**src/rtl/ict_pkg.sv**
```systemverilog
package ict_pkg;
   typedef enum logic [2:0] {
      PH_IDLE,
      PH_RX,
      PH_ACK,
      PH_TX,
      PH_MACK
   } ict_phase_t;

   typedef enum logic [1:0] {
      RL_ADDR,
      RL_REG,
      RL_DATA
   } ict_role_t;

   localparam int unsigned ICT_ID_BYTES = 4;
endpackage

```
**src/rtl/ict_sync.sv**
```systemverilog
module ict_sync #(
   parameter int unsigned STAGES = 2
) (
   input  logic clk,
   input  logic rst_n,
   input  logic scl_i,
   input  logic sda_i,
   output logic scl_s,
   output logic sda_s,
   output logic scl_rise,
   output logic scl_fall,
   output logic start_ev,
   output logic stop_ev
);
   logic [STAGES-1:0] scl_ff;
   logic [STAGES-1:0] sda_ff;
   logic              scl_p;
   logic              sda_p;

   generate
      if (STAGES == 1) begin : g_one
         always_ff @(posedge clk or negedge rst_n) begin
            if (!rst_n) begin
               scl_ff <= 1'b1;
               sda_ff <= 1'b1;
            end else begin
               scl_ff <= scl_i;
               sda_ff <= sda_i;
            end
         end
      end else begin : g_chain
         always_ff @(posedge clk or negedge rst_n) begin
            if (!rst_n) begin
               scl_ff <= '1;
               sda_ff <= '1;
            end else begin
               scl_ff <= {scl_ff[STAGES-2:0], scl_i};
               sda_ff <= {sda_ff[STAGES-2:0], sda_i};
            end
         end
      end
   endgenerate

   always_ff @(posedge clk or negedge rst_n) begin
      if (!rst_n) begin
         scl_p <= 1'b1;
         sda_p <= 1'b1;
      end else begin
         scl_p <= scl_ff[STAGES-1];
         sda_p <= sda_ff[STAGES-1];
      end
   end

   assign scl_s    = scl_ff[STAGES-1];
   assign sda_s    = sda_ff[STAGES-1];
   assign scl_rise = scl_s & ~scl_p;
   assign scl_fall = ~scl_s & scl_p;
   assign start_ev = scl_s & scl_p & sda_p & ~sda_s;
   assign stop_ev  = scl_s & scl_p & ~sda_p & sda_s;
endmodule

```
**src/rtl/ict_id_rom.sv**
```systemverilog
module ict_id_rom import ict_pkg::*; #(
   parameter logic [7:0]  BASE    = 8'h00,
   parameter logic [31:0] ID_WORD = 32'h0
) (
   input  logic [7:0] addr,
   output logic [7:0] data
);
   logic [7:0] id_b [ICT_ID_BYTES];
   logic [7:0] off;

   generate
      for (genvar j = 0; j < ICT_ID_BYTES; j++) begin : g_byte
         assign id_b[j] = ID_WORD[31-8*j -: 8];
      end
   endgenerate

   assign off  = addr - BASE;
   assign data = (off < 8'(ICT_ID_BYTES)) ? id_b[off[1:0]] : 8'h00;
endmodule

```
**src/rtl/ict_cmd_timer.sv**
```systemverilog
module ict_cmd_timer #(
   parameter int unsigned          NUM_CMDS   = 3,
   parameter int unsigned          CNT_W      = 16,
   parameter logic [NUM_CMDS*8-1:0]     CMD_CODES  = {8'h5A, 8'hC3, 8'h3C},
   parameter logic [NUM_CMDS*CNT_W-1:0] CMD_CYCLES = {16'd150, 16'd500, 16'd300},
   localparam int unsigned         SEL_W      = (NUM_CMDS > 1) ? $clog2(NUM_CMDS) : 1
) (
   input  logic             clk,
   input  logic             rst_n,
   input  logic             wr_en,
   input  logic [7:0]       wr_byte,
   input  logic             cancel,
   input  logic             launch,
   output logic             busy,
   output logic             op_start,
   output logic [SEL_W-1:0] op_sel
);
   logic [NUM_CMDS-1:0] hit;
   logic [SEL_W-1:0]    enc;
   logic                pend_valid;
   logic [SEL_W-1:0]    pend_sel;
   logic [CNT_W-1:0]    cnt;

   generate
      for (genvar i = 0; i < NUM_CMDS; i++) begin : g_dec
         assign hit[i] = (wr_byte == CMD_CODES[i*8 +: 8]);
      end
   endgenerate

   always_comb begin
      enc = '0;
      for (int i = NUM_CMDS - 1; i >= 0; i--) begin
         if (hit[i]) enc = SEL_W'(i);
      end
   end

   always_ff @(posedge clk or negedge rst_n) begin
      if (!rst_n) begin
         pend_valid <= 1'b0;
         pend_sel   <= '0;
         busy       <= 1'b0;
         cnt        <= '0;
         op_start   <= 1'b0;
         op_sel     <= '0;
      end else begin
         op_start <= 1'b0;
         if (wr_en) begin
            pend_valid <= |hit;
            pend_sel   <= enc;
         end else if (cancel) begin
            pend_valid <= 1'b0;
         end
         if (launch && pend_valid && !busy) begin
            busy       <= 1'b1;
            cnt        <= CMD_CYCLES[int'(pend_sel)*CNT_W +: CNT_W];
            op_start   <= 1'b1;
            op_sel     <= pend_sel;
            pend_valid <= 1'b0;
         end else if (busy) begin
            if (cnt == CNT_W'(1)) busy <= 1'b0;
            else                  cnt  <= cnt - CNT_W'(1);
         end
      end
   end
endmodule

```
**src/rtl/i2c_ctrl_target.sv**
```systemverilog
module i2c_ctrl_target import ict_pkg::*; #(
   parameter int unsigned SYNC_STAGES = 2,
   parameter logic [3:0]  CTRL_PREFIX = 4'b0011,
   parameter logic [7:0]  CMD_REG     = 8'hAA,
   parameter logic [7:0]  ID_BASE     = 8'h00,
   parameter logic [10:0] MFR_ID      = 11'h0A3,
   parameter logic [13:0] PROD_ID     = 14'h1C47,
   parameter logic [3:0]  DENS_ID     = 4'h5,
   parameter logic [2:0]  DIE_REV     = 3'h0,
   parameter int unsigned NUM_CMDS    = 3,
   parameter int unsigned CNT_W       = 16,
   parameter logic [NUM_CMDS*8-1:0]     CMD_CODES  = {8'h5A, 8'hC3, 8'h3C},
   parameter logic [NUM_CMDS*CNT_W-1:0] CMD_CYCLES = {16'd150, 16'd500, 16'd300},
   localparam int unsigned SEL_W = (NUM_CMDS > 1) ? $clog2(NUM_CMDS) : 1
) (
   input  logic             clk,
   input  logic             rst_n,
   input  logic             scl_i,
   input  logic             sda_i,
   input  logic             strap_a2,
   input  logic             strap_a1,
   input  logic             peer_oe,
   output logic             sda_oe,
   output logic             busy,
   output logic             op_start,
   output logic [SEL_W-1:0] op_sel
);
   localparam logic [31:0] ID_WORD = {MFR_ID, PROD_ID, DENS_ID, DIE_REV};

   initial begin
      if (SYNC_STAGES < 2) $error("SYNC_STAGES must be at least 2");
      if (NUM_CMDS < 3)    $error("NUM_CMDS must be at least 3");
      if (CNT_W < 2)       $error("CNT_W must be at least 2");
      for (int k = 0; k < NUM_CMDS; k++) begin
         if (CMD_CYCLES[k*CNT_W +: CNT_W] == '0) $error("busy time must be nonzero");
      end
   end

   logic scl_s, sda_s, scl_rise, scl_fall, start_ev, stop_ev;
   logic [7:0] rd_byte;
   logic       cmd_wr;
   logic [7:0] cmd_wbyte;

   ict_phase_t phase;
   ict_role_t  role;
   logic       rd_mode;
   logic [2:0] bitcnt;
   logic [6:0] shreg;
   logic [6:0] tx;
   logic       ack_go;
   logic       ack_drv;
   logic [1:0] mstage;
   logic       own_oe;
   logic [7:0] ptr;
   logic [7:0] rx_byte;
   logic       addr_hit;

   ict_sync #(.STAGES(SYNC_STAGES)) u_sync (
      .clk      (clk),
      .rst_n    (rst_n),
      .scl_i    (scl_i),
      .sda_i    (sda_i),
      .scl_s    (scl_s),
      .sda_s    (sda_s),
      .scl_rise (scl_rise),
      .scl_fall (scl_fall),
      .start_ev (start_ev),
      .stop_ev  (stop_ev)
   );

   ict_id_rom #(.BASE(ID_BASE), .ID_WORD(ID_WORD)) u_rom (
      .addr (ptr),
      .data (rd_byte)
   );

   ict_cmd_timer #(
      .NUM_CMDS   (NUM_CMDS),
      .CNT_W      (CNT_W),
      .CMD_CODES  (CMD_CODES),
      .CMD_CYCLES (CMD_CYCLES)
   ) u_tmr (
      .clk      (clk),
      .rst_n    (rst_n),
      .wr_en    (cmd_wr),
      .wr_byte  (cmd_wbyte),
      .cancel   (start_ev),
      .launch   (stop_ev),
      .busy     (busy),
      .op_start (op_start),
      .op_sel   (op_sel)
   );

   assign rx_byte  = {shreg, sda_s};
   assign addr_hit = (rx_byte[7:4] == CTRL_PREFIX) && (rx_byte[3] == strap_a2)
                     && (rx_byte[2] == strap_a1);

   always_ff @(posedge clk or negedge rst_n) begin
      if (!rst_n) begin
         phase     <= PH_IDLE;
         role      <= RL_ADDR;
         rd_mode   <= 1'b0;
         bitcnt    <= '0;
         shreg     <= '0;
         tx        <= '0;
         ack_go    <= 1'b0;
         ack_drv   <= 1'b0;
         mstage    <= '0;
         own_oe    <= 1'b0;
         ptr       <= '0;
         cmd_wr    <= 1'b0;
         cmd_wbyte <= '0;
      end else begin
         cmd_wr <= 1'b0;
         if (start_ev) begin
            phase   <= PH_RX;
            role    <= RL_ADDR;
            rd_mode <= 1'b0;
            bitcnt  <= '0;
            own_oe  <= 1'b0;
         end else if (stop_ev) begin
            phase  <= PH_IDLE;
            own_oe <= 1'b0;
         end else begin
            unique case (phase)
               PH_RX: if (scl_rise) begin
                  shreg  <= rx_byte[6:0];
                  bitcnt <= bitcnt + 3'd1;
                  if (bitcnt == 3'd7) begin
                     phase   <= PH_ACK;
                     ack_drv <= 1'b0;
                     unique case (role)
                        RL_ADDR: begin
                           ack_go  <= addr_hit && !busy;
                           rd_mode <= rx_byte[0];
                           role    <= RL_REG;
                        end
                        RL_REG: begin
                           ack_go <= 1'b1;
                           ptr    <= rx_byte;
                           role   <= RL_DATA;
                        end
                        default: begin
                           ack_go <= 1'b1;
                           if (ptr == CMD_REG) begin
                              ptr       <= '0;
                              cmd_wr    <= 1'b1;
                              cmd_wbyte <= rx_byte;
                           end else begin
                              ptr <= ptr + 8'd1;
                           end
                        end
                     endcase
                  end
               end
               PH_ACK: if (scl_fall) begin
                  if (!ack_drv) begin
                     if (ack_go) begin
                        own_oe  <= 1'b1;
                        ack_drv <= 1'b1;
                     end else begin
                        phase <= PH_IDLE;
                     end
                  end else begin
                     ack_drv <= 1'b0;
                     bitcnt  <= '0;
                     if (rd_mode) begin
                        phase  <= PH_TX;
                        tx     <= rd_byte[6:0];
                        own_oe <= ~rd_byte[7];
                     end else begin
                        phase  <= PH_RX;
                        own_oe <= 1'b0;
                     end
                  end
               end
               PH_TX: begin
                  if (scl_rise) begin
                     bitcnt <= bitcnt + 3'd1;
                     if (bitcnt == 3'd7) begin
                        phase  <= PH_MACK;
                        mstage <= 2'd0;
                        ptr    <= ptr + 8'd1;
                     end
                  end else if (scl_fall) begin
                     own_oe <= ~tx[6];
                     tx     <= {tx[5:0], 1'b0};
                  end
               end
               PH_MACK: begin
                  if (mstage == 2'd0 && scl_fall) begin
                     own_oe <= 1'b0;
                     mstage <= 2'd1;
                  end else if (mstage == 2'd1 && scl_rise) begin
                     if (!sda_s) mstage <= 2'd2;
                     else        phase  <= PH_IDLE;
                  end else if (mstage == 2'd2 && scl_fall) begin
                     phase  <= PH_TX;
                     bitcnt <= '0;
                     tx     <= rd_byte[6:0];
                     own_oe <= ~rd_byte[7];
                  end
               end
               default: ;
            endcase
         end
      end
   end

   assign sda_oe = own_oe | (peer_oe & ~busy);
endmodule

```
**config.mk**
```make
export PLATFORM = sky130hd
export DESIGN_NAME = i2c_ctrl_target
export DESIGN_NICKNAME = d
export VERILOG_FILES = /design/src/rtl/ict_pkg.sv /design/src/rtl/ict_sync.sv /design/src/rtl/ict_id_rom.sv /design/src/rtl/ict_cmd_timer.sv /design/src/rtl/i2c_ctrl_target.sv
export SDC_FILE = /design/constraint.sdc
export NUM_CORES = 1
export LEC_CHECK = 0
export ABC_AREA = 0
export CAP_MARGIN = 10
export CORE_ASPECT_RATIO = 1.75
export CORE_UTILIZATION = 35
export CTS_CLUSTER_SIZE = 40
export DETAILED_ROUTE_END_ITERATION = 7
export GPL_TIMING_DRIVEN = 0
export PLACE_DENSITY = 0.52
export SLEW_MARGIN = 25
export SYNTH_ARGS = -nofsm -noshare
export SYNTH_HDL_FRONTEND = slang
export SYNTH_SLANG_ARGS = --single-unit
```
**constraint.sdc**
```tcl
create_clock -name clk -period 5.4 [get_ports clk]
set_clock_uncertainty 0.15 [all_clocks]
set_input_delay 0.81 -clock clk [delete_from_list [all_inputs] [get_ports clk]]
set_output_delay 0.81 -clock clk [all_outputs]
set_load 0.1 [all_outputs]
```
==> results.yml, run 1 <==
finish:
  syn_to_final_growth_pct: 15.07
  nets: 418
  drive_above_1_share_pct: 12.38
  diodes: 0
floorplanning:
  rows: 50
  die_x_um: 81.14
  initial_core_util_pct: 35.86
  core_region_area_sq_mm: 0.01070
  die-height_um: 140.5
  ioPinCount: 12
  die-area_sq_mm: 0.01140
grt:
  grt_start_max_net_pins: 44
  grt_usage_pct: 17.42
  antenna_found_initial: 0
  grt_remaining_overflow: 0
  grt_pass1_wl_mm: 14.78
  grt_pass1_vias: 2947
synthesis:
  synth.top_cell.area_share_pct: 44.36
  yosysTopAreaCell: "dfrtp_1"
  syn_area_per_cell_sq_um: 10.20
  synth_cell_types: 63
  syn_inst: 376
  ys_seq_area_share_pct: 48.47
  synthTopCellsByArea: "dfrtp_1 (44%), dfstp_2 (4.1%), mux2_2 (4.1%)"
  synthArstFlopShare_pct: 100.0
  synth_seq_cells: 74
  synth_edf_count: 0
  yosys_warnings: 0
  yosys_most_used_dff: "dfrtp_1"
  syn-num-nets: 395
  netlist_area_sq_mm: 0.003836
detailed_routing:
  ant_nets: 0
  drc: 0
  wl_mm: 9.024
  viasPerCell: 5.530
  drt_first_pass_iters: 5
  wire_per_inst_um: 16.90
  num_vias: 2953
  drtIter0Drc: 167
timing:
  worstMarginPinSlew_ns: 0.9692
  max_slew_margin_pct: 35.19
  hold_violations: 0
  rsz0062_at_grt: "no"
  tns_ns: 0
  drv_slew: 0
  period_share_pct: 63.98
  max_freq_mhz: 289.4
  post-route-min-period_ns: 3.455
  setup_viol_count_final: 0
  worst_slack_ns: 1.945
hold_path:
  min_from: "u_sync.scl_ff[0]$_DFF_PN1_"
  min_path_type: "reg2reg"
worst_setup_path:
  cp-startpoint: "u_tmr.busy$_DFF_PN0_"
  cp.arrival_ns: 2.49
  crit_fanout: 10
  cp-start-kind: "flip-flop"
  required_ns: 4.44
  crit_type: "reg2out"
  worstReg2RegStart: "u_sync.sda_ff[1]$_DFF_PN1_"
  end_kind: "output port"
cts:
  cts_inserted_buffers: 9
  ctsHoldBuffers: 0
  cts_tree: "done"
  cts_resized: 0
  clk_pin_slew_ns: 0.06
  clk-insertion-delay-late_ns: 0.34
  clock-sinks: 74
  clk_path_buf_depth: 2
  cts_setup_buffers: 0
  htreeDepth: 3
  root_buffer: "clkbuf_16"
power_and_ir_drop:
  powerDensity_mw_per_mm2: 273.5
  ir_worst_vdd_uv: 159.2
  p_leak_nw: 1.899
  power_w: 0.001207
outcome:
  run_status: "finished, final reports clean"
placement:
  dpl.hpwl_mm: 6.557
  gp_congestion: 0.8427
  port_buffers: 11
  place_ws_ns: 1.937
run:
  cap_viol_max_count: 0
layer usage:
layer | vias up | track usage (%) | part of all wire, %
li1 | 1446 | - | -
met1 | 1439 | 19.21 | 40
met2 | 50 | 30.16 | 54
met3 | 18 | 3.583 | 2.4
met4 | 0 | 9.680 | 3.4
met5 | - | 0 | 0
synthesized netlist by cell type, types with 3 or more instances:
master / n
a21o_1: 3
xnor2_1: 5
o31ai_1: 4
buf_2: 3
nor3_1: 7
nand2b_1: 8
nor4_1: 7
dfrtp_1: 68
nor2_1: 20
xor2_1: 5
o211ai_1: 6
nand3_1: 17
and2_1: 7
ha_1: 12
mux2_2: 14
dfstp_2: 6
a21oi_1: 22
clkbuf_1: 8
or4_1: 3
inv_1: 15
o2bb2ai_1: 5
nand4_1: 5
and3_1: 3
nor4bb_1: 6
nand2_1: 32
nor2b_1: 3
o21ai_0: 28
mux2i_1: 4
nor3b_1: 4
a22oi_1: 6
cells by family (layout without fill, tap and decap cells):
kind of cell               after synthesis  count (layout)  share of synthesized area (%)
muxes                                   18              18                          5.153
AOI/OAI and AO/OA                      100             100                          17.81
DFF                                     74              74                          48.47
xor gates and xnor gates                10              10                          2.283
adders and majority gates               12              12                          3.914
buffers and inverters                   27              55                          2.739
and+or+nand+nor                        135             135                          19.63
critical path, cell delays in order, from the launching register on:
cell and delay (ns):
dfrtp_1 0.42, clkbuf_1 0.45, inv_1 0.15, a21o_1 0.18, clkdlybuf4s50_1 0.95
final timing paths:
path                                              endpoint  slack (ns)  cells after the start
worst max-delay path                                sda_oe        1.95                      4
worst min-delay path            u_sync.scl_ff[1]$_DFF_PN1_        0.20                      0
worst max register to register    u_tmr.cnt[6]$_DFFE_PN0P_        3.02                      5
worst min register to register  u_sync.scl_ff[1]$_DFF_PN1_        0.20                      0
max in group asynchronous       u_sync.sda_ff[0]$_DFF_PN1_        4.15                      2
min in group asynchronous        u_tmr.cnt[12]$_DFFE_PN0P_        0.31                      1
through the flow:
step	hold WS, ns	util, %	std cells	area (sq um)
2_1_floorplan	0.1952	-	376	3836
3_3_place_gp	0.1968	38.41	517	4109
3_5_place_dp	0.1969	38.57	518	4126
4_1_cts	0.2054	41.26	534	4414
5_1_grt	0.2143	41.26	534	4414
6_report	0.2041	41.26	534	4414
report_power, final:
part / internal (W) / switching [W] / leakage (nW) / total, W
Sequential: 0.000567 / 0.0000208 / 1.01 / 0.000588
Combinational: 0.0000185 / 0.0000270 / 0.762 / 0.0000455
Clock: 0.000327 / 0.000247 / 0.132 / 0.000574
flip-flops by register name, summed over array words and instances (netlist names), 2 cells and up:
register and count:
bitcnt 3, cmd_wbyte 8, mstage 2, phase 3
ptr 8, role 2, shreg 7, tx 7
u_sync.scl_ff 2, u_sync.sda_ff 2, u_tmr.cnt 16, u_tmr.op_sel 2
u_tmr.pend_sel 2
layout make-up:
| cell class | count | area (sq um) |
|---|---|---|
| Multi-Input combinational cell | 275 | 1872 |
| Clock buffer | 10 | 239.0 |
| Tap cell | 130 | 162.7 |
| Clock inverter | 6 | 48.80 |
| Timing Repair Buffer | 12 | 127.6 |
| Sequential cell | 74 | 1859 |
| Fill cell | 1038 | 6284 |
| Buffer | 12 | 48.80 |
| Inverter | 15 | 56.30 |
placed cells by master (no fill, tap or decap), drive strengths merged, types with 8 or more instances in the layout:
cell type      instances
nor4                   9
mux2                  14
nor2                  20
nand2                 32
o21ai                 28
nand3                 17
clkdlybuf4s50         10
ha                    12
clkbuf                18
nand2b                 8
a21oi                 22
inv                   17
dfrtp                 68
Note: power is estimated with default switching activity, not from simulation.
==> run 2, diff against run 1 <==
--- a/config.mk
+++ b/config.mk
@@ -12,7 +12,7 @@
 export CTS_CLUSTER_SIZE = 40
 export DETAILED_ROUTE_END_ITERATION = 7
 export GPL_TIMING_DRIVEN = 0
-export PLACE_DENSITY = 0.52
+export PLACE_DENSITY = 0.54
 export SLEW_MARGIN = 25
 export SYNTH_ARGS = -nofsm -noshare
 export SYNTH_HDL_FRONTEND = slang
==> constraint.sdc (replaced) <==
create_clock -name clk -period 2.8 [get_ports clk]
set_clock_uncertainty 0.15 [all_clocks]
set_input_delay 0.42 -clock clk [delete_from_list [all_inputs] [get_ports clk]]
set_output_delay 0.42 -clock clk [all_outputs]
set_load 0.1 [all_outputs]
==> results.yml, run 2 (same netlist as run 1, synthesis figures left out) <==
cts:
  cts_tree: "done"
  root_buffer: "clkbuf_16"
  cts_inserted_buffers: 9
  clk-insertion-delay-late_ns: 0.34
  clk_pin_slew_ns: 0.06
  clk_path_buf_depth: 2
  htreeDepth: 3
  cts_setup_buffers: 0
  clock-sinks: 74
timing:
  setup_viol_count_final: 0
  tns_ns: 0
  rsz0062_at_grt: "no"
  max_freq_mhz: 398.2
  max_slew_margin_pct: 35.14
  period_share_pct: 89.68
  drv_slew: 0
  hold_violations: 0
  worstMarginPinSlew_ns: 0.9699
  post-route-min-period_ns: 2.511
  whs_ns: 0.2068
run:
  cap_viol_max_count: 0
worst_setup_path:
  crit_type: "reg2out"
  cp_num_buf_inv: 1
  cp.arrival_ns: 1.94
  crit_chain: "clkdlybuf4s50_1"
  end_kind: "output port"
  required_ns: 2.23
  critPathMaxStageDelay_ns: 1.17
  crit_family: "buffers and inverters"
  slowest_stage: "clkdlybuf4s50_1"
  crit_fanout: 5
  cp-start-kind: "flip-flop"
finish:
  fin_util_pct: 41.66
  largest_registers: "u_tmr.cnt: 16 flops, cmd_wbyte: 8 flops, ptr: 8 flops"
  final_common_cell: "dfrtp_1"
  stdcell_count: 535
  largest_register_ff_count: 16
  layout_common_cells: "dfrtp_1 (68), nand2_1 (32), o21ai_0 (28), a21oi_1 (22), nor2_1 (20)"
  n_fill_cell: 1054
  drive_above_1_share_pct: 12.35
  diodes: 0
  nets: 419
  syn_to_final_growth_pct: 16.18
  largest-register: "u_tmr.cnt"
detailed_routing:
  num_vias: 2995
  drt_first_pass_iters: 4
  drc: 0
  ant_nets: 0
  wire_per_inst_um: 16.82
  viasPerCell: 5.598
  wl_mm: 8.999
  drtIter0Drc: 88
floorplanning:
  die_x_um: 81.14
  initial_core_util_pct: 35.86
  die-area_sq_mm: 0.01140
  core_region_area_sq_mm: 0.01070
  die-height_um: 140.5
  ioPinCount: 12
  rows: 50
power_and_ir_drop:
  pwr-share-clk_pct: 50.4
  switching_power_w: 0.0005474
  swShare_pct: 22.25
  p_leak_nw: 1.924
  seqPwrFrac_pct: 45.9
  combPwrFrac_pct: 3.7
  intPower_w: 0.001912
  ir_worst_vdd_uv: 320.9
  powerDensity_mw_per_mm2: 551.9
placement:
  dp.cells: 518
  gp_congestion: 0.8274
  port_buffers: 11
  dpl.hpwl_mm: 6.593
grt:
  grt_start_max_net_pins: 53
  grt_pass1_wl_mm: 15.04
  grt_usage_pct: 17.57
  antenna_found_initial: 0
  grt_pass1_vias: 3120
  grt_remaining_overflow: 0
outcome:
  run_status: "finished, final reports clean"
hold_path:
  min_path_type: "reg2reg"
run 2: cell count changes in the layout (fill, tap and decap cells not counted):
| cell | previous run | this run |
|---|---|---|
| clkinv_2 | 0 | 1 |
| buf_16 | 0 | 1 |
| buf_12 | 1 | 0 |
| clkinvlp_4 | 3 | 2 |
| bufinv_16 | 0 | 2 |
| clkinv_4 | 1 | 0 |
| clkdlybuf4s50_1 | 10 | 9 |
| dlygate4sd3_1 | 0 | 1 |
| inv_6 | 2 | 1 |
| clkbuf_2 | 0 | 1 |
| clkbuf_8 | 1 | 0 |
| clkbuf_1 | 8 | 9 |
run 2: what timing repair did:
action                     in CTS  in global routing
resized for setup               1                  2
gates cloned                    0                  0
hold buffers                    1                  0
hold endpoints to repair       22                  0
setup endpoints to repair       1                  1
run 2: final cells by class:
class	instances	area (sq um)	area share, %
clock buffers	10	229.0	5.138
well taps	130	162.7	3.650
inverters	15	56.30	1.263
flip-flops and latches	74	1859	41.72
repair buffers	13	140.1	3.144
clock inverters	6	88.84	1.993
multi-input cells	275	1872	42.00
plain buffers	12	48.80	1.095
run 2: final timing paths:
check | start | endpoint | slack, ns | cells after the start
setup / recovery | u_tmr.busy$_DFF_PN0_ | busy | 0.29 | 1
hold / removal | u_sync.scl_ff[0]$_DFF_PN1_ | u_sync.scl_ff[1]$_DFF_PN1_ | 0.21 | 0
setup reg to reg | u_sync.sda_ff[1]$_DFF_PN1_ | u_tmr.cnt[7]$_DFFE_PN0P_ | 0.37 | 5
hold reg to reg | u_sync.scl_ff[0]$_DFF_PN1_ | u_sync.scl_ff[1]$_DFF_PN1_ | 0.21 | 0
max in group asynchronous | rst_n | u_sync.scl_ff[1]$_DFF_PN1_ | 1.50 | 3
min in group asynchronous | rst_n | u_tmr.cnt[10]$_DFFE_PN0P_ | 0.37 | 2
run 2: layer usage:
metal | part of all wire, % | routed length, um | up-vias | track usage, %
met5 | 0 | 0 | - | 0
met4 | 4.1 | 369 | 0 | 10.62
met3 | 1.8 | 161 | 25 | 2.932
met2 | 55 | 4913 | 44 | 31.53
met1 | 40 | 3555 | 1474 | 18.40
li1 | - | - | 1452 | -
run 2: power groups by stage:
stage	registers, W	logic, W	clock network, W
after global routing	0.00113	0.000101	0.00132
after floorplan	0.00113	0.0000465	0
after CTS	0.00113	0.0000928	0.00127
after global placement	0.00115	0.0000866	0
after detailed placement	0.00115	0.0000920	0
final	0.00113	0.0000900	0.00124
run 2: per-stage QoR:
stage	setup slack, ns	power, W	instance area, sq um
floorplan	0.4280	0.001178	3836
global placement	-1.514	0.001236	4109
detailed placement	0.1142	0.001241	4134
CTS	0.05835	0.002495	4461
global route	0.2268	0.002552	4457
finish	0.2890	0.002460	4457
==> run 3, diff against run 2 <==
--- a/config.mk
+++ b/config.mk
@@ -8,11 +8,12 @@
 export ABC_AREA = 0
 export CAP_MARGIN = 10
 export CORE_ASPECT_RATIO = 1.75
-export CORE_UTILIZATION = 35
+export CORE_UTILIZATION = 57
 export CTS_CLUSTER_SIZE = 40
 export DETAILED_ROUTE_END_ITERATION = 7
+export DONT_BUFFER_PORTS = 1
 export GPL_TIMING_DRIVEN = 0
-export PLACE_DENSITY = 0.54
+export PLACE_DENSITY = 0.77
 export SLEW_MARGIN = 25
 export SYNTH_ARGS = -nofsm -noshare
 export SYNTH_HDL_FRONTEND = slang
==> results.yml, run 3 (same netlist as run 1, synthesis figures left out) <==
floorplanning:
  die_x_um: 64.02
  rows: 39
  die-height_um: 110.5
  initial_core_util_pct: 59.11
  core_region_area_sq_mm: 0.006490
  die-area_sq_mm: 0.007075
  ioPinCount: 12
grt:
  grt_use_met1_pct: 27.43
  grt_usage_pct: 26.66
  grt_remaining_overflow: 0
  top_usage_layer: "met2"
  grt_start_max_net_pins: 75
  antenna_found_initial: 0
  grt_use_met2_pct: 48.87
  grt_pass1_wl_mm: 14.15
  grt_pass1_vias: 2976
  gr-usage-met3_pct: 5.269
detailed_routing:
  wl_mm: 8.658
  ant_nets: 0
  drt_first_pass_iters: 4
  wire_per_inst_um: 18.11
  num_vias: 2985
  drc: 0
  drtIter0Drc: 223
  viasPerCell: 6.245
run:
  cap_viol_max_count: 0
timing:
  max_freq_mhz: 374.3
  worstMarginPinSlew_ns: 0.8937
  post-route-min-period_ns: 2.672
  period_share_pct: 95.41
  drv_slew: 0
  hold_violations: 0
  rsz0062_at_grt: "no"
  setup_viol_count_final: 0
  max_slew_margin_pct: 40.42
  tns_ns: 0
finish:
  nets: 410
  multi_input_area_sq_mm: 0.001872
  fin_util_pct: 66.51
  drive_above_1_share_pct: 12.63
  largest-register: "u_tmr.cnt"
  n_fill_cell: 498
  largest_register_ff_count: 16
  largest_registers: "u_tmr.cnt: 16 flops, cmd_wbyte: 8 flops, ptr: 8 flops"
  final_cell_area_sq_mm: 0.004317
  diodes: 0
  regArea_sq_mm: 0.001861
  final_common_cell: "dfrtp_1"
  syn_to_final_growth_pct: 12.52
  layout_common_cells: "dfrtp_1 (67), nand2_1 (32), o21ai_0 (28), a21oi_1 (22), nor2_1 (20)"
placement:
  port_buffers: 0
  gp_congestion: 0.9371
  postPlaceCellArea_sq_mm: 0.003939
  dpl.hpwl_mm: 6.202
cts:
  cts_tree: "done"
  cts_inserted_buffers: 9
  clk_pin_slew_ns: 0.05
  htreeDepth: 3
  root_buffer: "clkbuf_16"
  cts_setup_buffers: 0
  clk-insertion-delay-late_ns: 0.33
  clock-sinks: 74
  clk_path_buf_depth: 2
outcome:
  run_status: "finished, final reports clean"
worst_setup_path:
  crit_fanout: 10
  r2r-end: "u_tmr.cnt[7]$_DFFE_PN0P_"
  cp-startpoint: "u_tmr.busy$_DFF_PN0_"
  reg2reg_depth: 5
  required_ns: 2.23
  crit_family: "flip-flops"
  end_kind: "output port"
  path_depth: 3
  crit_chain: "clkbuf_1, inv_1, a21o_1"
  slowest_stage: "dfrtp_2"
  r2r_slack_ns: 0.42
  worstReg2RegStart: "u_sync.sda_ff[1]$_DFF_PN1_"
  crit_type: "reg2out"
  cp-start-kind: "flip-flop"
  cp.arrival_ns: 2.10
  cp_num_buf_inv: 2
  critPathMaxStageDelay_ns: 0.73
  cp-endpoint: "sda_oe"
power_and_ir_drop:
  ir_worst_vdd_uv: 512.7
  p_leak_nw: 1.901
  powerDensity_mw_per_mm2: 563.3
hold_path:
  min_path_cells: 0
  min_path_type: "reg2reg"
-- run 3: cell count changes in the layout (fill, tap and decap cells not counted), sizes merged --
cell           delta
dlygate4sd3       +2
buf               -1
clkinv            +3
clkdlybuf4s50     -9
clkinvlp          -2
clkbuf            -1
inv               -1
-- run 3: per-layer routing --
metal	share of wire, %	up-vias
met4	2.9	0
met1	38	1462
li1	-	1437
met5	0	-
met3	2.5	20
met2	57	66
-- run 3: power breakdown --
group / total (W) / switching (W) / internal [W]
Combinational: 0.0000819 / 0.0000502 / 0.0000317
Clock: 0.00122 / 0.000421 / 0.000797
Sequential: 0.00113 / 0.0000382 / 0.00109
-- run 3: how the worst min path moves through the flow --
| stage | from | endpoint |
|---|---|---|
| 2_1_floorplan | rst_n | ack_drv$_DFFE_PN0P_ |
| 3_3_place_gp | rst_n | u_tmr.cnt[11]$_DFFE_PN0P_ |
| 3_5_place_dp | rst_n | u_tmr.cnt[11]$_DFFE_PN0P_ |
| 4_1_cts | u_sync.sda_ff[0]$_DFF_PN1_ | u_sync.sda_ff[1]$_DFF_PN1_ |
| 5_1_grt | u_sync.sda_ff[0]$_DFF_PN1_ | u_sync.sda_ff[1]$_DFF_PN1_ |
| 6_report | u_sync.sda_ff[0]$_DFF_PN1_ | u_sync.sda_ff[1]$_DFF_PN1_ |
-- run 3: worst register-to-register path: stages (launching register included) --
cell and delay, ns:
dfstp_2 0.66, nand3_1 0.13, or4b_1 0.53, inv_1 0.18, buf_1 0.40, o21ai_0 0.18
-- run 3: layout make-up --
class                      instances  area share (%)
timing repair buffer               4           1.333
buffer                            12           1.130
inverter                          15           1.304
clock buffer                      10           5.536
tap                               82           2.377
clock inverter                     6           1.855
multi-input combinational        275           43.36
sequential                        74           43.10
-- run 3: timing repair --
item,4_1_cts,5_1_grt
endpoints found under the hold margin,76,0
resized for setup,1,0
hold buffers,4,0
setup endpoints to repair,1,0
-- run 3: metrics by stage --
step                worst slack (ns)  total power [W]  instances  hold slack [ns]
floorplan                     0.4280         0.001178        376         -0.02559
global placement              0.2020         0.001201        458         -0.02428
detailed placement            0.1607         0.001204        458         -0.02417
CTS                           0.1122         0.002453        478           0.2051
global route                 0.06850         0.002510        478           0.2060
finish                        0.1284         0.002431        478           0.2045
